[config.mk]
export PLATFORM = sky130hd
export DESIGN_NAME = phy_led_mux
export DESIGN_NICKNAME = d
export VERILOG_FILES = /design/src/rtl/phy_led_mux.sv
export SDC_FILE = /design/constraint.sdc
export NUM_CORES = 1
export LEC_CHECK = 0
export ABC_CLOCK_PERIOD_IN_PS = 3400
export BUFFER_PORTS_ARGS = -buffer_cell sky130_fd_sc_hd__buf_2
export CORE_AREA = 2 2 124 126
export CTS_BUF_LIST = sky130_fd_sc_hd__clkbuf_4
export DETAILED_ROUTE_END_ITERATION = 16
export DIE_AREA = 0 0 126 128
export PLACE_DENSITY_LB_ADDON = 0.1
export SYNTH_ARGS = -nofsm -noshare
export SYNTH_HDL_FRONTEND = slang
export SYNTH_SLANG_ARGS = --single-unit
[constraint.sdc]
create_clock -name clk -period 3.4 [get_ports clk]
set_input_delay 0.34 -clock clk [delete_from_list [all_inputs] [get_ports clk]]
set_output_delay 0.34 -clock clk [all_outputs]
set_load 0.01 [all_outputs]
[src/rtl/phy_led_mux.sv]
module phy_led_mux #(
  parameter int unsigned STRETCH_CYC = 12_500_000
) (
  input  logic       clk,
  input  logic       rst_n,
  input  logic [1:0] map_sel,
  input  logic       tx_evt,
  input  logic       rx_evt,
  input  logic       col_evt,
  input  logic       link_100,
  input  logic       link_10,
  input  logic       full_dup,
  input  logic       spd_10,
  output logic [5:0] led
);
  localparam int unsigned CW = $clog2(STRETCH_CYC + 1);
  localparam logic [CW-1:0] LOAD = CW'(STRETCH_CYC);
  localparam logic [CW-1:0] HALF = CW'(STRETCH_CYC / 2);

  // stretcher index: 0 rx, 1 tx, 2 any activity, 3 collision
  logic [3:0]    evt;
  logic [CW-1:0] cnt [4];
  logic [3:0]    str;
  logic [1:0]    sel_q;
  logic          l100_q, l10_q, fdx_q, spd_q;
  logic          link, lnk_act;

  assign evt = {col_evt, tx_evt | rx_evt, tx_evt, rx_evt};

  always_ff @(posedge clk or negedge rst_n) begin
    if (!rst_n) begin
      for (int i = 0; i < 4; i++) cnt[i] <= '0;
      sel_q  <= 2'b00;
      l100_q <= 1'b0;
      l10_q  <= 1'b0;
      fdx_q  <= 1'b0;
      spd_q  <= 1'b0;
    end else begin
      for (int i = 0; i < 4; i++) begin
        if (evt[i])            cnt[i] <= LOAD;
        else if (cnt[i] != '0) cnt[i] <= cnt[i] - 1'b1;
      end
      sel_q  <= map_sel;
      l100_q <= link_100;
      l10_q  <= link_10;
      fdx_q  <= full_dup;
      spd_q  <= spd_10;
    end
  end

  for (genvar g = 0; g < 4; g++) begin : g_str
    assign str[g] = (cnt[g] != '0);
  end

  assign link    = l100_q | l10_q;
  assign lnk_act = link ? (cnt[2] <= HALF) : str[2];

  always_comb begin
    led[5] = str[0];
    led[4] = str[1];
    led[1] = fdx_q;
    unique case (sel_q)
      2'b11:   begin led[3] = link;    led[2] = str[3]; led[0] = spd_q; end
      2'b10:   begin led[3] = link;    led[2] = str[2]; led[0] = spd_q; end
      2'b01:   begin led[3] = lnk_act; led[2] = str[3]; led[0] = spd_q; end
      default: begin led[3] = l100_q;  led[2] = str[2]; led[0] = l10_q; end
    endcase
  end

  assert_sel_reset_R1: assert property (@(posedge clk) disable iff (!rst_n)
    $rose(rst_n) |-> (sel_q == 2'b00));
  assert_rx_led_R2: assert property (@(posedge clk) disable iff (!rst_n)
    rx_evt |=> led[5]);
  assert_fdx_led_R2: assert property (@(posedge clk) disable iff (!rst_n)
    full_dup |=> led[1]);
  assert_tx_load_R7: assert property (@(posedge clk) disable iff (!rst_n)
    tx_evt |=> (cnt[1] == LOAD));
  assert_col_restart_R8: assert property (@(posedge clk) disable iff (!rst_n)
    (col_evt && cnt[3] != '0) |=> (cnt[3] == LOAD));
  assert_any_act_R10: assert property (@(posedge clk) disable iff (!rst_n)
    (tx_evt || rx_evt) |=> str[2]);
  assert_steady_link_R9: assert property (@(posedge clk) disable iff (!rst_n)
    (sel_q == 2'b01 && link && cnt[2] == '0) |-> led[3]);
  assert_blink_dark_R9: assert property (@(posedge clk) disable iff (!rst_n)
    ((link_100 || link_10) && (tx_evt || rx_evt) && map_sel == 2'b01 && STRETCH_CYC > 1)
      |=> !led[3]);
endmodule

==> impl_results.md <==
* Starting Density at 36.9%
* Placed Cells at between 700 and 800
* Cell with the most instances after synthesis: dfrtp_1
* Fin crit period at roughly 3.2 ns
* FP Rows at 45
* Startpoint Class: flop
* PwrDens at roughly 410 mW/mm^2
* Nets at roughly 600
* Total power at ~2.4 mW
* Fin Setup TNS at 0 ns
* Non-Filler Instances at around 790
* Synthesized flop and latch total at 102
* IO Port Bufs at 16
* Die width at 126 microns
* Synth unique cells at 56
* Critical Path End Type: output port
* Die area at 0.0161 sq mm
* TritonCTS clock tree: done
* Max Buffers Root-to-Sink at 2
* Die Ht at around 130 microns
* Synth top cells by count: dfrtp_1, nor2_1, xnor2_1, nor3_1, nor4_1
* Worst Reg2Reg Path Length in Cells at 6
* Critical path class: flop to output port
* Seq/Total Area, Yosys at roughly 47%
* Worst R2R Setup Slack at just over 0.6 ns
* Lkg Pwr at approximately 2.1 nW
* Post-synthesis instance total at approximately 580
* Status: finished, final reports clean
* Crit path max fanout at 8
* DRT iter0 DRCs at between 200 and 250
* Placer Congestion at just under 0.8
* Share of layout cells above drive strength 1 at 10.2%
* Initial antenna violation count at 1
* IO Pins at 17
* Clk_lat worst skew at approximately 0.47 ns
* Req. time, crit path at between 3 and 4 ns
* Vias per cell at 5.50
* RSZ-0062 raised after global routing: false
* Met3 usage at around 3.8%
* Max Fclk at 315 MHz
* Max Cap Violations at 0
* # DRC at 0
* Share of the synthesized area in the top cell type at between 40% and 50%
* Crit path DAT at approximately 2.8 ns
* Placeable core area at between 0.01 and 0.015 sq mm
* Rel. slew slack at 43.8%
* Final period util at around 93%
* GRT met1 Usage at 20.4%
* Num CTS Buffers at 9
* First-pass GRT wire length at between 20000 and 25000 microns
* Slew Viols, Final at 0
* TritonRoute pass-1 iters at 4
* Hold Path Class: input pin to flop
* Ys async rst share at 100%
* DR vias at 4325
* Final Core Density at roughly two fifths
* Hold path depth at 2
* Clk_skew at 0.0160 ns
* Met2 global-route usage at between 20% and 30%
* Vias in the first global route at ~4300
* Final WL at 11700 microns
* Dominant cells by area after synthesis: dfrtp_1, nor2_1, xnor2_1, nor4_1, or3_1
* Worst-case hold slack at between 0.2 and 0.3 ns
* Worst-margin pin slew at 0.843 ns
* Clk slew on worst S/H paths at around 0.16 ns
* Hold Vio Cnt, Final at 0
* Root Buffer Master: clkbuf_4
* Avg Cell Area, Syn at about 9.5 sq um
* DR WL/cell at between 10 and 15 microns
* Pin count of the biggest net entering global routing at between 60 and 70
* # H-tree levels at 3
* Mapped cell area at 0.00548 sq mm
* DP HPWL at 7710 microns
* Syn nets at slightly below 600
* Area Growth Syn to Fin at 9.31%
* Clock sinks at 102
* Leading area contributor after synthesis: dfrtp_1
* Main synth FF type: dfrtp_1
* Synth warnings at 0
* EDFF count, synth at 0
* Worst vdd ir at between 150 and 200 uV
* Grt ovf at 0
* GR Util All Layers at between 10% and 20%
* Antenna Nets Post-Route at 0
* Top Usage Layer GRT: met2
* # setup viols final at 0
[layout make-up]
cell class,count,area [sq um]
fill,1525,8870
multi-input combinational,431,2750
sequential,102,2550
timing repair buffer,33,240
tap,188,235
clock inverter,7,88.8
clock buffer,9,67.6
inverter,15,56.3
antenna,2,5.00
[metrics by stage]
stage          worst slack, ns  area [sq um]
3_3_place_gp             0.683          5750
3_5_place_dp             0.628          5750
4_1_cts                  0.150          5980
2_1_floorplan            0.700          5480
5_1_grt                 0.0197          5990
6_report                 0.226          5990
[registers in the layout, indices dropped and copies added, names as in the netlist]
register and flops:
l100_q 1, l10_q 1, cnt 96, fdx_q 1, sel_q 2, spd_q 1
[worst paths after layout]
kind	startpoint	end
worst max register to register	cnt[77]	cnt[83]
min in group asynchronous	rst_n	cnt[13]
worst min register to register	cnt[81]	cnt[81]
worst max-delay path	cnt[24]	led[3]
max in group asynchronous	rst_n	cnt[81]
worst min-delay path	col_evt	cnt[0]
[layer usage]
| layer | vias up | wire length, microns |
|---|---|---|
| met3 | 5 | 274 |
| met5 | - | 0 |
| met4 | 0 | 113 |
| li1 | 2140 | - |
| met2 | 27 | 5430 |
| met1 | 2153 | 5850 |
[worst max-delay path, stage by stage, from the launching register on]
cell,delay (ns)
dfrtp_1,0.45
inv_1,0.08
ha_1,0.20
or4b_2,0.71
nor4_4,0.20
buf_4,0.20
a21oi_1,0.07
o22a_1,0.15
o32a_1,0.16
buf_2,0.14
[report_power, final]
group	switching (mW)	total, mW	internal, mW
Clock	0.421	0.714	0.293
Sequential	0.0696	1.35	1.28
Combinational	0.220	0.374	0.154
[kinds of logic after synthesis]
kind of cell	Yosys count	share of synthesized area (%)
multiplexers	15	2.81
AND/OR/NAND/NOR	269	26.3
adder cells (fa/ha/maj)	4	0.913
AO/OA/AOI/OAI	100	13.0
flip-flops	102	46.6
buffers and inverters	46	3.61
XOR/XNOR	43	6.87
[cell usage in the layout, fill, tap and decap left out, drive strengths merged, types with 5 or more instances in the layout]
cell	count
or4	15
nor2	77
clkbuf	9
mux2i	12
buf	26
nor2b	13
a2111oi	9
a31oi	5
dfrtp	102
dlygate4sd3	7
a21oi	23
inv	15
xnor2	33
o31ai	8
o211ai	7
or2	10
o21ai	14
nor4	27
or3	22
nand3	14
nand2b	8
o31a	6
o41ai	5
a211oi	9
xor2	10
and2	5
nand4	7
nand2	25
nor3	27
[what timing repair did]
item	in CTS	in global routing
endpoints found under the hold margin	69	0
endpoints found under the setup margin	0	2
hold buffers	7	0
buffers inserted	0	0
gates resized for setup	0	1
No activity file was read; power rests on OpenSTA's default activity.
